===== src/rtl/cfg_stream_pkg.sv =====
`timescale 1ns/1ps
package cfg_stream_pkg;
  typedef enum logic [1:0] {
    ST_IDLE   = 2'd0,
    ST_STREAM = 2'd1,
    ST_TAIL   = 2'd2
  } host_state_e;
endpackage


===== src/rtl/cfg_sync2.sv =====
`timescale 1ns/1ps
// Two-flop synchronizer, one independent chain per bit.
module cfg_sync2 #(
  parameter int W = 1
) (
  input  logic         clk,
  input  logic         rst_n,
  input  logic [W-1:0] d,
  output logic [W-1:0] q
);
  for (genvar i = 0; i < W; i++) begin : g_bit
    logic meta_q, sync_q;
    always_ff @(posedge clk or negedge rst_n) begin
      if (!rst_n) begin
        meta_q <= 1'b0;
        sync_q <= 1'b0;
      end else begin
        meta_q <= d[i];
        sync_q <= meta_q;
      end
    end
    assign q[i] = sync_q;
  end
endmodule


===== src/rtl/cfg_clk_pacer.sv =====
`timescale 1ns/1ps
// Interface clock at half the host rate. The launch slot is the host edge
// where the interface clock falls.
module cfg_clk_pacer (
  input  logic clk,
  input  logic rst_n,
  input  logic run,
  output logic cfg_clk,
  output logic launch
);
  logic phase_q;
  always_ff @(posedge clk or negedge rst_n) begin
    if (!rst_n)   phase_q <= 1'b0;
    else if (run) phase_q <= ~phase_q;
    else          phase_q <= 1'b0;
  end
  assign cfg_clk = phase_q;
  assign launch  = run & phase_q;
endmodule


===== src/rtl/cfg_cycle_timer.sv =====
`timescale 1ns/1ps
// Saturating tick counter with synchronous clear (clear wins).
module cfg_cycle_timer #(
  parameter int W = 16
) (
  input  logic         clk,
  input  logic         rst_n,
  input  logic         clr,
  input  logic         tick,
  output logic [W-1:0] count
);
  localparam logic [W-1:0] TOP = '1;
  always_ff @(posedge clk or negedge rst_n) begin
    if (!rst_n)                    count <= '0;
    else if (clr)                  count <= '0;
    else if (tick && count != TOP) count <= count + W'(1);
  end
endmodule


===== src/rtl/cfg_stream_host.sv =====
`timescale 1ns/1ps
module cfg_stream_host
  import cfg_stream_pkg::*;
#(
  parameter int DATA_W = 32,
  parameter int CNT_W  = 16
) (
  input  logic              clk,
  input  logic              rst_n,
  input  logic              start,
  input  logic [CNT_W-1:0]  timeout_lim,
  input  logic [CNT_W-1:0]  tail_len,
  input  logic [DATA_W-1:0] src_data,
  input  logic              src_valid,
  output logic              src_ready,
  input  logic              tgt_ready,
  input  logic              cfg_done,
  output logic              cfg_clk,
  output logic [DATA_W-1:0] cfg_data,
  output logic              cfg_valid,
  output logic              busy,
  output logic              err
);
  localparam int NSYNC = 2;

  host_state_e       state_q;
  logic [NSYNC-1:0]  sync_q;
  logic              rdy_sync, done_sync, launch;
  logic              in_stream, in_tail, pop;
  logic              to_clr, to_tick, to_hit, tail_hit;
  logic [CNT_W-1:0]  idle_cnt, tail_cnt;
  logic [DATA_W-1:0] data_q;
  logic              valid_q, err_q;

  cfg_sync2 #(.W(NSYNC)) u_sync (
    .clk   (clk),
    .rst_n (rst_n),
    .d     ({cfg_done, tgt_ready}),
    .q     (sync_q)
  );
  assign rdy_sync  = sync_q[0];
  assign done_sync = sync_q[1];

  assign busy      = (state_q != ST_IDLE);
  assign in_stream = (state_q == ST_STREAM);
  assign in_tail   = (state_q == ST_TAIL);

  cfg_clk_pacer u_pace (
    .clk     (clk),
    .rst_n   (rst_n),
    .run     (busy),
    .cfg_clk (cfg_clk),
    .launch  (launch)
  );

  // Take a word only in a launch slot with the target ready and not done.
  assign src_ready = in_stream & launch & rdy_sync & ~done_sync;
  assign pop       = src_ready & src_valid;

  // Starvation timer: consecutive launch slots with an empty source.
  assign to_clr  = ~in_stream | (launch & src_valid);
  assign to_tick = in_stream & launch & ~src_valid & ~done_sync;
  assign to_hit  = to_tick & (timeout_lim != '0) &
                   (idle_cnt == timeout_lim - CNT_W'(1));

  cfg_cycle_timer #(.W(CNT_W)) u_idle_tmr (
    .clk   (clk),
    .rst_n (rst_n),
    .clr   (to_clr),
    .tick  (to_tick),
    .count (idle_cnt)
  );

  // Trailing clock periods after done.
  cfg_cycle_timer #(.W(CNT_W)) u_tail_tmr (
    .clk   (clk),
    .rst_n (rst_n),
    .clr   (~in_tail),
    .tick  (in_tail & launch),
    .count (tail_cnt)
  );
  assign tail_hit = (tail_cnt == tail_len);

  always_ff @(posedge clk or negedge rst_n) begin
    if (!rst_n) begin
      state_q <= ST_IDLE;
      data_q  <= '0;
      valid_q <= 1'b0;
      err_q   <= 1'b0;
    end else begin
      case (state_q)
        ST_IDLE: begin
          valid_q <= 1'b0;
          if (start) begin
            state_q <= ST_STREAM;
            err_q   <= 1'b0;
          end
        end
        ST_STREAM: begin
          if (launch) begin
            if (done_sync) begin
              state_q <= ST_TAIL;
              valid_q <= 1'b0;
            end else begin
              valid_q <= pop;
              if (pop) data_q <= src_data;
            end
          end
          if (to_hit) err_q <= 1'b1;
        end
        ST_TAIL: begin
          valid_q <= 1'b0;
          if (launch && tail_hit) state_q <= ST_IDLE;
        end
        default: state_q <= ST_IDLE;
      endcase
    end
  end

  assign cfg_data  = data_q;
  assign cfg_valid = valid_q;
  assign err       = err_q;
endmodule


===== config.mk =====
export PLATFORM = sky130hd
export DESIGN_NAME = cfg_stream_host
export DESIGN_NICKNAME = d
export VERILOG_FILES = /design/src/rtl/cfg_stream_pkg.sv /design/src/rtl/cfg_sync2.sv /design/src/rtl/cfg_clk_pacer.sv /design/src/rtl/cfg_cycle_timer.sv /design/src/rtl/cfg_stream_host.sv
export SDC_FILE = /design/constraint.sdc
export NUM_CORES = 1
export LEC_CHECK = 0
export BUFFER_PORTS_ARGS = -buffer_cell sky130_fd_sc_hd__buf_2
export CORE_ASPECT_RATIO = 0.8
export CORE_UTILIZATION = 55
export DETAILED_ROUTE_END_ITERATION = 6
export GPL_TIMING_DRIVEN = 1
export PLACE_DENSITY_LB_ADDON = 0.25
export SLEW_MARGIN = 10
export SYNTH_ARGS = -nofsm -noshare
export SYNTH_HDL_FRONTEND = slang
export SYNTH_SLANG_ARGS = --single-unit

===== constraint.sdc =====
create_clock -name clk -period 2.9 [get_ports clk]
set_input_delay 0.435 -clock clk [delete_from_list [all_inputs] [get_ports clk]]
set_output_delay 0.435 -clock clk [all_outputs]
set_load 0.02 [all_outputs]

Word-level counts from Yosys, hierarchy flattened --
Cells that the tools add are included.
Word-level totals: flip-flop bits (word level) 73, bits of input ports 70
Cells by class: muxes and demuxes 16, reduce and logical (&&, ||, !) cells 14, bitwise gates (word level) 16, $add $sub $neg 3, equality and inequality tests 12
Operator list (number):
- two-way mux 16 bit | 4
- adder 16 x 1 -> 16 bit (second input constant) | 2
- equality test 16 bit | 2
- != test 16 bit (second input constant) | 2
- nonzero test 16 bit | 1
- subtractor 16 x 1 -> 16 bit (second input constant) | 1
- bitwise AND 1 bit | 11
- two-way mux 2 bit | 4
- != test 2 x 1 -> 1 bit (second input constant) | 4
- AND reduction 4 bit | 2
- nonzero test 2 bit | 4
- one-hot mux 2 bit (3 select lines) | 1
- two-way mux 1 bit | 5
- != test 2 bit (second input constant) | 2
- NOT 1 bit | 4
- one-hot mux 1 bit (2 select lines) | 2
- logical AND 1 bit | 3
- AND reduction 3 bit | 1
- equality test 2 x 1 -> 1 bit (second input constant) | 1
- equality test 2 bit (second input constant) | 1
- zero test 2 bit | 1
- AND reduction 2 bit | 1
- OR reduction 2 bit | 1
- OR 1 bit | 1

Logic depth before layout (Yosys ltp) --
Gate-level depths: netlist (run 1).
word-level depth 9, gate-level depth with buffers 8

Modules after synthesis --
Synthesis (run 1) repeated with hierarchy kept, for this count alone.
Unflattened totals: cell total of the unflattened synthesis 395, area, all modules 4166.5 um2
Modules (own cells, without submodules):
- cfg_stream_host | cells an instance 190, area an instance 2125.8 um2, times used 1, sequential area each 900.9 um2
- cfg_cycle_timer | cells an instance 98, area an instance 942.2 um2, times used 2, sequential area each 400.4 um2
- cfg_sync2 | cells an instance 6, area an instance 115.1 um2, times used 1, sequential area each 100.1 um2
- cfg_clk_pacer | cells an instance 3, area an instance 41.3 um2, times used 1, sequential area each 25.0 um2

Worst setup path before layout (run 1) --
Ideal clock, no wire load.
path kind input to register, start point input port timeout_lim[0], end point register err_q (netlist: err), stages 7, data arrival time 2.126 ns, data required time 2.808 ns, path slack 0.683 ns, path through or4_1 buf_2 or4_1 a41o_1 a211oi_2 nand4_1 o31ai_2
On the way: word-level cells in the longest chain between the ends 5
Ends and longest elaborated chain:
- from (decl) | line cfg_stream_host.sv:11 | input logic [CNT_W-1:0] timeout_lim,
- subtractor 16 x 1 -> 16 bit or nonzero test 16 bit (tied branches) | line cfg_stream_host.sv:64, cfg_stream_host.sv:63
- equality test 16 bit or bitwise AND 1 bit (tied branches) | line cfg_stream_host.sv:64, cfg_stream_host.sv:63
- bitwise AND 1 bit (*) | line cfg_stream_host.sv:63 | assign to_hit = to_tick & (timeout_lim != '0) &
- != test 2 x 1 -> 1 bit (no source line) (*)
- AND reduction 3 bit (no source line) (*)
- to (signal assigned) | line cfg_stream_host.sv:89 | err_q <= 1'b0;
- to (signal assigned) | line cfg_stream_host.sv:96 | err_q <= 1'b0;
- to (signal assigned) | line cfg_stream_host.sv:109 | if (to_hit) err_q <= 1'b1;
- to (decl) | line cfg_stream_host.sv:33 | logic valid_q, err_q;
Every way passes the cells marked *; elsewhere a longest branch is shown, timed or not. A chain may end at the register's enable or synchronous reset.

Final worst setup path (run 1) --
start point register state_q[1], end point register u_idle_tmr.count[9]
On the way: word-level cells in the longest chain between the ends 7
Ends and longest elaborated chain:
- from (decl) | line cfg_stream_host.sv:26 | host_state_e state_q;
- from (signal assigned) | line cfg_stream_host.sv:86 | state_q <= ST_IDLE;
- from (signal assigned) | line cfg_stream_host.sv:95 | state_q <= ST_STREAM;
- from (signal assigned) | line cfg_stream_host.sv:102 | state_q <= ST_TAIL;
- nonzero test 2 bit | line cfg_stream_host.sv:44 | assign busy = (state_q != ST_IDLE);
- bitwise AND 1 bit | line cfg_clk_pacer.sv:18 | assign launch = run & phase_q;
- bitwise AND 1 bit (3 in a row) | line cfg_stream_host.sv:62 | assign to_tick = in_stream & launch & ~src_valid & ~done_sync;
- logical AND 1 bit | line cfg_cycle_timer.sv:16 | else if (tick && count != TOP) count <= count + W'(1);
- nonzero test 2 bit (no source line)
- to (signal assigned) | line cfg_cycle_timer.sv:16
- to (decl) | line cfg_cycle_timer.sv:10 | output logic [W-1:0] count
Parallel ways exist; a longest one is shown, timed or not.

==> results.md, run 1 <==
- Status: finished clean
- Cts bufs inserted: 9
- CP required: a little over 3 ns
- Share of cells above drive strength 1: about 27%
- Die height: 76.65 um
- WHS: 0.1986 ns
- Crit path buffers/inverters: 0
- Final setup vio count: 0
- Area grow syn2layout: 21.10%
- Placed cell area: 0.004436 mm^2
- TritonCTS clock tree: built
- Cells on Worst Hold Path: 1
- RR Startpoint: state_q[1]
- Setup crit end kind: flip-flop
- Leading post-synthesis cells by cell area: dfrtp_1, xor2_1, mux2_1
- Post-synth top area share: 47.68%
- #FFs+latches synth: between 70 and 80
- Wire per inst: roughly 14 um
- Avg Cell Area, Syn: 10.38 um^2
- Pwr dens: 714.9 mW/mm^2
- First-pass GRT wire length: 13.53 mm
- Cts repair resizes: 0
- Cell variety after synth: about 50
- Crit Path Category: reg2reg
- Worst Reg-to-Reg Cells: 6
- Final ANT Viol Nets: 0
- Dpl cells: roughly 550
- Hold endpoint: u_sync.g_bit[0].meta_q
- Grt met2 use: 37.29%
- Worst hold path class: in2reg
- Post-Syn Area: ~0.0038 mm^2
- Commonest non-fill, non-tap cell in the layout: buf_2
- Final Hold Fails: 0
- VDD IR max: about 0.64 mV
- Area of the multi-input gates: roughly 0.0019 mm^2
- Final core occ: between 70% and 80%
- Initial antenna violation count: 0
- Hold Crit Start: tgt_ready
- Reg area: 0.001827 mm^2
- Number of enable flip-flop cells after synthesis: 0
- Max cap viols: 0
- Largest area contributor in the netlist: dfrtp_1
- Root buffer selected by CTS: clkbuf_8
- Synth Instances: 369
- Clk_lat worst skew: 0.34 ns
- Remaining Overflow, GRT: 0
- Cell Chain, Critical Path: nor4bb_1, nor2b_1, o2111ai_1, nor3_1, xnor2_1, nor2_1
- Register area share after synthesis: roughly 48%
- Largest net degree at the start of global routing: 74
- Gp weighted congestion: approximately 0.87
- RSZ-0062 raised after global routing: false
- Most used DFF post-synth: dfrtp_1
- Most frequent cells in the layout: buf_2, dfrtp_1, nor2_1, xor2_1, mux2_1
- Final worst-path cycle share: about three quarters
- Ports: between 100 and 150
- Syn nets: between 400 and 500
- Avg Vias per Cell: 5.359
- Antenna Diode Count: 0
- Vias: between 3000 and 4000
- Total Routing Usage GR: between 20% and 30%
- Die area: around 0.0073 mm^2
- Final Max Tran Viols: 0
- Clk_skew: between 0.007 and 0.008 ns
- Peak Freq: 461.6 MHz
- Initial Util: between 50% and 60%
- Max-Slew Margin vs Limit: 40.09%
- Crit path DAT: roughly 2.4 ns
- CP max-delay cell: dfrtp_1
- Setup TNS: 0 ns
- FP Rows: 26
- Fillers: approximately 490
- Ys async rst share: 100.0%
- Core area: between 0.006 and 0.007 mm^2
- Port-buffer cells: around 110
- CTS Sinks: 73
- DR pass1 iterations: 4
- Leak pwr: roughly 0.0022 uW
- Iteration-0 DRC Markers: around 140
- Setup Buffers After CTS: 0
- Total Nets Final: 550
- Clock Pin Slew Worst Setup and Hold Paths: roughly 0.070 ns
- Hold_buf cts: 0
- Detail Placement HPWL: roughly 6 mm
- GRT busiest layer: met2
- CTS H-tree depth: 3
- Vias in the first global route: 3036
- GR Util met3: 7.143%
- DRC Markers: 0
- Minimum clock period: 2.166 ns
- Critical path's largest stage delay: around 0.50 ns
- Critical Path Fanout Max: 10
- GRT met1 Usage: around 31%
- Die X: 95.31 um
- Post-Layout Cell Count: about 570
- DRT Wirelength: between 8 and 9 mm
- Finished layout cell area: 0.004639 mm^2
- Deepest clock path buffer count: 2
- Startpoint types: flip-flop
- Least-Margin Pin Slew: between 0.8 and 0.9 ns
- Yosys warning count: 0
- Reg-to-Reg End: u_idle_tmr.count[9]
- R2R Setup Slk: 0.73 ns
- Top delay family on crit path: simple AND/OR/NAND/NOR gates
## worst max path at each step
stage / depth (start not counted) / slack (ns) / endpoint / start
floorplan: 7 / 0.68 / err / timeout_lim[0]
detailed placement: 7 / 0.43 / err / timeout_lim[0]
CTS: 6 / 0.77 / u_idle_tmr.count[13] / state_q[1]
global placement: 7 / 0.50 / err / timeout_lim[0]
global route: 6 / 0.52 / u_idle_tmr.count[7] / state_q[1]
finish: 6 / 0.73 / u_idle_tmr.count[9] / state_q[1]
## per-layer routing
metal / share of wire, % / vias to the layer above
met4: 1.3 / 0
li1: - / 1503
met5: 0 / -
met2: 48 / 75
met3: 5.2 / 10
met1: 46 / 1440
## state kept, by name, summed over array words and instances, names as in the netlist
register	cells
cfg_data	32
u_idle_tmr.count	16
u_tail_tmr.count	16
state_q	2
u_sync.g_bit.meta_q	2
u_sync.g_bit.sync_q	2
cfg_valid	1
err	1
u_pace.cfg_clk	1
## metrics by stage
step / setup WS (ns) / power, uW
after floorplan: 0.6826 / 2108
after global placement: 0.4959 / 2498
after detailed placement: 0.4318 / 2541
after CTS: 0.7735 / 3347
after global routing: 0.5179 / 3505
final: 0.7336 / 3317
## cell type report
type	instances	area share [%]
Multi-Input combinational cell	273	41.32
Clock buffer	10	2.967
Tap cell	84	2.265
Inverter	11	0.8900
Clock inverter	6	1.429
Timing Repair Buffer	108	11.76
Sequential cell	73	39.37
## report_power, final
group	leakage (uW)	internal (uW)	switching, uW
sequential	0.000957	1260	160
combinational	0.00112	405	684
clock	0.0000949	422	382
total	0.00217	2090	1230
## synth_stat cells, types with 2 or more instances
| master | instances |
|---|---|
| nand3b_1 | 2 |
| or4_1 | 3 |
| mux2_2 | 5 |
| nor3b_1 | 2 |
| inv_1 | 11 |
| mux2i_1 | 3 |
| clkbuf_1 | 8 |
| o21ai_1 | 4 |
| nor2b_1 | 2 |
| or3_1 | 5 |
| xor2_1 | 39 |
| xnor2_1 | 23 |
| and3_1 | 4 |
| a21oi_1 | 5 |
| nand2_1 | 24 |
| nand4_1 | 10 |
| nor4_1 | 6 |
| mux2_1 | 27 |
| o21ai_0 | 6 |
| nand3_1 | 14 |
| dfrtp_1 | 73 |
| buf_1 | 3 |
| ha_1 | 4 |
| and4_1 | 3 |
| nor2_1 | 41 |
| nand4b_1 | 2 |
| nor3_1 | 16 |
## logic make-up (layout without fill, tap and decap cells)
kind of cell / count (synthesis) / after routing / synth area share, %
xor+xnor: 62 / 62 / 14.17
mux: 35 / 35 / 10.19
compound gates: 33 / 33 / 6.173
buf+inv: 23 / 135 / 2.286
fa+ha+maj: 4 / 4 / 1.306
simple gates: 139 / 139 / 18.19
flops: 73 / 73 / 47.68
## worst reg2reg max path: cells and delay by family (launching register included)
family | cells | cell delay, ns
AOI/OAI and AO/OA | 1 | 0.36
xor gates and xnor gates | 1 | 0.15
DFF | 1 | 0.50
and+or+nand+nor | 4 | 1.03
No activity file was read; power rests on OpenSTA's default activity.
==> run 2, diff against run 1 <==
Settings changed: ABC_AREA set to 1, CORE_UTILIZATION 55 to 49.
Clock period 2.9 ns to 1.9 ns, I/O delays scaled along.
==> run 2 against run 1 <==
  * Fmax is 24% higher
  * Worst hold slack worse by 0.17 ns
  * Non-clock buffer count is 10 higher
  * Power rose by 63%
  * First-iteration DRC count increased by 52%
  * Synthesized cell count up 49%
  * Clock power grew 60%
  * Largest cell class unchanged
==> results.md, run 2 <==
- Setup crit end kind: flip-flop
- Most frequent cells in the layout: nand2_1, buf_2, dfrtp_1, nor2_1, inv_1
- Fillers: around 770
- Final setup vio count: 0
- DRC Markers: 0
- Die X: between 100 and 150 um
- Number of flip-flops in the largest register: 32
- Routed wl met3: 999 um
- Ys async rst share: between 90% and 100%
- Final Max Tran Viols: 0
- Area grow syn2layout: 22.16%
- CP max-delay cell: dfrtp_1
- Core area: ~0.0086 mm^2
- Cell Chain, Critical Path: ha_4, nand3_1, nor3_2, nand4_1, nand2_2, inv_2, nand2_1, nand2_1, nand2_1, nor2_1
- Die area: about 0.0093 mm^2
- TritonCTS clock tree: built
- Clock Pin Slew Worst Setup and Hold Paths: 0.09 ns
- WL met2: ~4.8 mm
- Status: finished clean
- Avg Vias per Cell: approximately 5
- Pwr Total: ~5400 uW
- Total Nets Final: 745
- Commonest non-fill, non-tap cell in the layout: nand2_1
- Yosys warning count: 0
- Initial Util: 51.13%
- Antenna Diode Count: 0
- Remaining Overflow, GRT: 0
- Critical Path Fanout Max: 9
- Crit path DAT: between 1.5 and 2 ns
- Synth Instances: 549
- Vias: ~4100
- Leading post-synthesis cells by cell area: dfrtp_1, nand2_1, mux2_2
- Dpl cells: approximately 770
- Cell variety after synth: 32
- Startpoint types: flip-flop
- Max cap viols: 0
- Minimum clock period: 1.748 ns
- Gp weighted congestion: slightly above 0.9
- Total Routing Usage GR: approximately 25%
- Max-Slew Margin vs Limit: 57.99%
- Root buffer selected by CTS: clkbuf_8
- Iteration-0 DRC Markers: 217
- Crit Path Category: reg2reg
- #FFs+latches synth: 73
- Syn nets: roughly 620
- Die height: between 80 and 90 um
- Post-Syn Area: approximately 0.0044 mm^2
- Initial antenna violation count: 0
- CP required: 2.14 ns
- Worst hold path class: in2reg
- Clk_lat worst skew: between 0.3 and 0.4 ns
- Peak Freq: approximately 570 MHz
- Most used cell along the critical path: nand2_1
- Least-Margin Pin Slew: about 0.62 ns
- FP Rows: 30
- Top-count cell post-synth: nand2_1
- CTS Sinks: 73
- Post-synth top cells: nand2_1, dfrtp_1, nor2_1, inv_1, nand3_1
- Critical path's largest stage delay: about 0.45 ns
- Largest net degree at the start of global routing: 34
- Final Hold Fails: 0
- First-pass GRT wire length: 18.53 mm
- Post-synth top area share: a little over two fifths
- Vias in the first global route: about 4000
- Clk_skew: approximately 0.013 ns
- Post-Layout Cell Count: approximately 790
- Highest routed layer: met4
- Detail Placement HPWL: 8.515 mm
- Avg Cell Area, Syn: 7.970 um^2
- Wire per inst: 13.90 um
- Number of enable flip-flop cells after synthesis: 0
- Final ANT Viol Nets: 0
- Cts bufs inserted: 9
- Register area share after synthesis: around two fifths
- Final worst-path cycle share: about nine tenths
- DR pass1 iterations: 6
- RSZ-0062 raised after global routing: false
- Share of cells above drive strength 1: 27.96%
- Most used DFF post-synth: dfrtp_1
- Metal1 wirelength: approximately 5.0 mm
- Ports: 107
- Port-buffer cells: roughly 110
- CTS H-tree depth: 3
- VDD IR max: slightly above 0.8 mV
- Reg area: 0.001827 mm^2
- Setup TNS: 0 ns
- Leak pwr: between 0.002 and 0.003 uW
- DRT Wirelength: between 10 and 15 mm
- Largest area contributor in the netlist: dfrtp_1
- Pwr dens: 1010 mW/mm^2
- Area of the multi-input gates: ~0.0023 mm^2
- Deepest clock path buffer count: 2
## run 2: changes by cell type after synthesis, sizes merged, moves of 4 or more
cell,change
and3,-4
clkbuf,-6
inv,+51
nand2,+121
nand3,+25
nor2,+33
nor4,-4
o21ai,+16
or3,-5
xnor2,-7
xor2,-15
## run 2: worst max-delay path: cells and delay by family (launching register included)
| kind | cells | cell delay, ns |
|---|---|---|
| simple gates | 8 | 0.89 |
| flops | 1 | 0.45 |
| fa+ha+maj | 1 | 0.18 |
| buf+inv | 1 | 0.12 |
## run 2: what timing repair did
action,CTS,global route
endpoints found under the hold margin,21,0
resized for setup,0,3
endpoints found under the setup margin,0,8
setup buffers,0,2
hold buffers,1,0
## run 2: kinds of logic (layout without fill, tap and decap cells)
group | Yosys count | in the layout | share of synthesized area [%]
AOI/OAI and AO/OA | 36 | 36 | 4.690
xor gates and xnor gates | 40 | 40 | 8.007
and+or+nand+nor | 295 | 295 | 29.83
muxes | 32 | 32 | 8.236
DFF | 73 | 73 | 41.75
adders and majority gates | 4 | 4 | 1.144
buffers and inverters | 69 | 196 | 6.348
## run 2: routing by layer
metal,track usage (%),vias up
met2,40.09,172
met3,6.992,10
met5,0,-
met1,35.06,1874
met4,5.978,0
li1,-,2005
## run 2: path summary, 6_finish.rpt
kind,start,to,slack (ns),cells past startpoint
worst min register to register,u_sync.g_bit[1].meta_q,u_sync.g_bit[1].sync_q,0.35,0
worst min-delay path,tgt_ready,u_sync.g_bit[0].meta_q,0.03,1
max in group asynchronous,rst_n,u_idle_tmr.count[5],0.89,3
worst max register to register,u_tail_tmr.count[1],u_tail_tmr.count[2],0.15,10
worst max-delay path,u_tail_tmr.count[1],u_tail_tmr.count[2],0.15,10
min in group asynchronous,rst_n,u_sync.g_bit[0].meta_q,0.46,2
## run 2: through the flow
| step | util [%] | area (um^2) | hold slack (ns) | worst slack [ns] |
|---|---|---|---|---|
| after CTS | 62.11 | 5315 | 0.01563 | 0.1204 |
| after global routing | 62.46 | 5345 | 0.01528 | 0.009056 |
| after detailed placement | 59.52 | 5094 | 0.3046 | 0.06936 |
| final | 62.46 | 5345 | 0.03230 | 0.1521 |
| after global placement | 59.52 | 5094 | 0.2995 | 0.1523 |
| after floorplan | - | 4375 | -0.01059 | 0.1499 |
## run 2: cell type report
class,count,area share (%)
flip-flops and latches,73,34.18
multi-input cells,407,42.72
clock inverters,6,1.381
clock buffers,10,2.575
inverters,62,4.401
repair buffers,118,12.13
well taps,112,2.622
## run 2: power by group
group          total [uW]  leakage [uW]  internal, uW  switching, uW
clock network        1290      0.000101           658            632
logic                2000       0.00161           735           1260
registers            2110      0.000964          1910            200
total                5400       0.00268          3300           2100
==> run 3, diff against run 2 <==
Settings changed: CORE_UTILIZATION 49 to 50, SYNTH_HIERARCHICAL set to 1.
==> run 3 against run 2 <==
  * Sequential cell count unchanged
  * Largest cell class unchanged
  * Worst setup slack lost 0.0092 ns
  * Final cell count grew 10%
  * First-iteration DRC count up 8.8%
==> results.md, run 3 <==
- Cell variety after synth: 32
- Share of cells above drive strength 1: 28.74%
- Commonest non-fill, non-tap cell in the layout: nand2_1
- Area of the multi-input gates: ~0.0025 mm^2
- Final ANT Viol Nets: 0
- Leading post-synthesis cells by cell area: dfrtp_1, nand2_1, mux2_4
- DR pass1 iterations: 5
- DRC Markers: 0
- Ports: 107
- R2R Setup Slk: around 0.14 ns
- Number of flip-flops in the largest register: 32
- Total Nets Final: around 800
- Largest area contributor in the netlist: dfrtp_1
- WHS: about 0.06 ns
- Antenna Diode Count: 0
- Clock Pin Slew Worst Setup and Hold Paths: 0.06 ns
- P_sw: about 2000 uW
- Avg Vias per Cell: 5.085
- Reg area: 0.001827 mm^2
- Initial Util: 52.04%
- Final Hold Fails: 0
- #FFs+latches synth: 73
- Register area share after synthesis: 38.51%
- Logic pwr share: 35.2%
- Synth Instances: 613
- Most frequent cells in the layout: nand2_1, buf_2, inv_1, dfrtp_1, nor2_1
- Gp weighted congestion: slightly below 0.9
- Clk_skew: about 0.0076 ns
- Post-synth top cells: nand2_1, inv_1, dfrtp_1, nor2_1, nand3_1
- Sw frac: between 30% and 40%
- Wire per inst: 13.34 um
- Clock network fraction of design power: approximately 29%
- Yosys warning count: 6
- FP Rows: 31
- Final setup vio count: 0
- P_int: roughly 3500 uW
- Die X: about 110 um
- Cell Chain, Critical Path: nor2_1, inv_1, nand2_1, inv_1, nand2_1, nor2_4, nand2_4, buf_12, mux2_4
- RSZ-0062 raised after global routing: false
- Fillers: between 700 and 800
- Max cap viols: 0
- Port-buffer cells: roughly 110
- DRT Wirelength: around 12 mm
- Root buffer selected by CTS: clkbuf_16
- Critical path's largest stage delay: roughly 0.38 ns
- Worst hold path class: in2reg
- Vias: 4424
- CTS H-tree depth: 3
- Setup WS pre-CTS: -0.1069 ns
- Ys async rst share: 100.0%
- Least-Margin Pin Slew: around 0.57 ns
- Post-Syn Area: between 0.004 and 0.005 mm^2
- Avg Cell Area, Syn: 7.738 um^2
- Iteration-0 DRC Markers: about 240
- Total Routing Usage GR: roughly a quarter
- Die area: ~0.0099 mm^2
- Seq pwr share: around 36%
- TritonCTS clock tree: built
- Area grow syn2layout: 24.19%
- CP required: about 2.1 ns
- Startpoint types: flip-flop
- CTS Sinks: 73
- Top-count cell post-synth: nand2_1
- Die height: just under 90 um
- VDD IR max: 0.8121 mV
- Crit Path Category: reg2reg
- Post-route setup slack: 0.1429 ns
- Remaining Overflow, GRT: 0
- Detail Placement HPWL: 9.007 mm
- Clk_lat worst skew: approximately 0.34 ns
- Max-Slew Margin vs Limit: 61.74%
- Status: finished clean
- Setup Buffers After CTS: 0
- Final Max Tran Viols: 0
- Minimum clock period: roughly 1.8 ns
- Pwr dens: about 930 mW/mm^2
- Number of enable flip-flop cells after synthesis: 0
- Setup crit end kind: flip-flop
- CP max-delay cell: dfrtp_1
- First-pass GRT wire length: between 15 and 20 mm
- Initial antenna violation count: 0
- Crit path DAT: a little under 2 ns
- Syn nets: about 700
- Post-synth top area share: slightly below 40%
- Cts bufs inserted: 9
- Critical Path Fanout Max: 12
- Most used DFF post-synth: dfrtp_1
- Final worst-path cycle share: between 90% and 100%
- Vias in the first global route: roughly 4000
- Largest net degree at the start of global routing: 33
- Peak Freq: 569.1 MHz
- Leak pwr: 0.003195 uW
- Core area: about 0.0091 mm^2
- Deepest clock path buffer count: 2
run 3: cell count changes in the layout (fill, tap and decap cells not counted), sizes merged, moves of 5 or more:
cell / previous run / this run
nand2: 145 / 208
inv: 64 / 85
buf: 117 / 136
xor2: 24 / 11
nor3: 16 / 4
o21ai: 26 / 15
nand3: 39 / 49
nand4: 13 / 21
xnor2: 16 / 11
run 3: logic make-up (layout without fill, tap and decap cells):
group,Yosys count,in the layout,synth area share [%]
buffers and inverters,94,236,8.916
muxes,32,32,9.892
AOI/OAI and AO/OA,31,31,4.247
and+or+nand+nor,358,358,33.58
DFF,73,73,38.51
adders and majority gates,3,3,0.7914
xor gates and xnor gates,22,22,4.062
run 3: power groups by stage:
stage | logic (uW) | clock network, uW | registers [uW]
3_3_place_gp | 1870 | 0 | 1980
3_5_place_dp | 1900 | 0 | 2000
5_1_grt | 2080 | 1680 | 2010
2_1_floorplan | 973 | 0 | 2320
6_report | 1920 | 1560 | 1980
4_1_cts | 1920 | 1600 | 1980
run 3: worst paths after layout:
kind | from | endpoint | cells past startpoint
max | state_q[1] | cfg_data[16] | 9
min | tgt_ready | u_sync/g_bit[0].meta_q | 1
max reg2reg | state_q[1] | cfg_data[16] | 9
min reg2reg | u_sync/g_bit[0].meta_q | u_sync/g_bit[0].sync_q | 0
max in group asynchronous | rst_n | cfg_data[22] | 3
min in group asynchronous | rst_n | u_idle_tmr/count[7] | 2
run 3: area by class of cell:
type                    instances  area share [%]
clock inverters                 7          0.9133
flip-flops and latches         73           31.01
inverters                      83           5.374
clock buffers                   9           3.823
well taps                     115           2.443
multi-input cells             446           42.59
repair buffers                137           13.85
run 3: routing by layer:
layer | vias up | GRT usage [%] | part of all wire [%]
met1 | 2044 | 33.29 | 47
met5 | - | 0 | 0
met2 | 153 | 39.02 | 46
met3 | 10 | 5.492 | 6.2
li1 | 2217 | - | -
met4 | 0 | 6.182 | 0.70
run 3: what timing repair did:
action,CTS,global route
setup endpoints to repair,25,29
endpoints found under the hold margin,20,0
resized for setup,2,4
hold buffers,1,0
pin swaps,0,0
run 3: through the flow:
stage	total power [uW]	std cells	setup TNS [ns]	utilization [%]	cell area, um^2
final	5458	870	0	64.63	5891
after floorplan	3294	613	0	-	4743
after CTS	5490	870	0	64.52	5881
after global placement	3848	853	-0.1205	61.29	5587
after global routing	5766	870	0	64.63	5891
after detailed placement	3899	853	-1.561	61.29	5587
run 3: critical path, delay by kind of cell (launching register included):
family / cells / cell delay, ns
mux: 1 / 0.31
flops: 1 / 0.38
buf+inv: 3 / 0.35
simple gates: 5 / 0.58
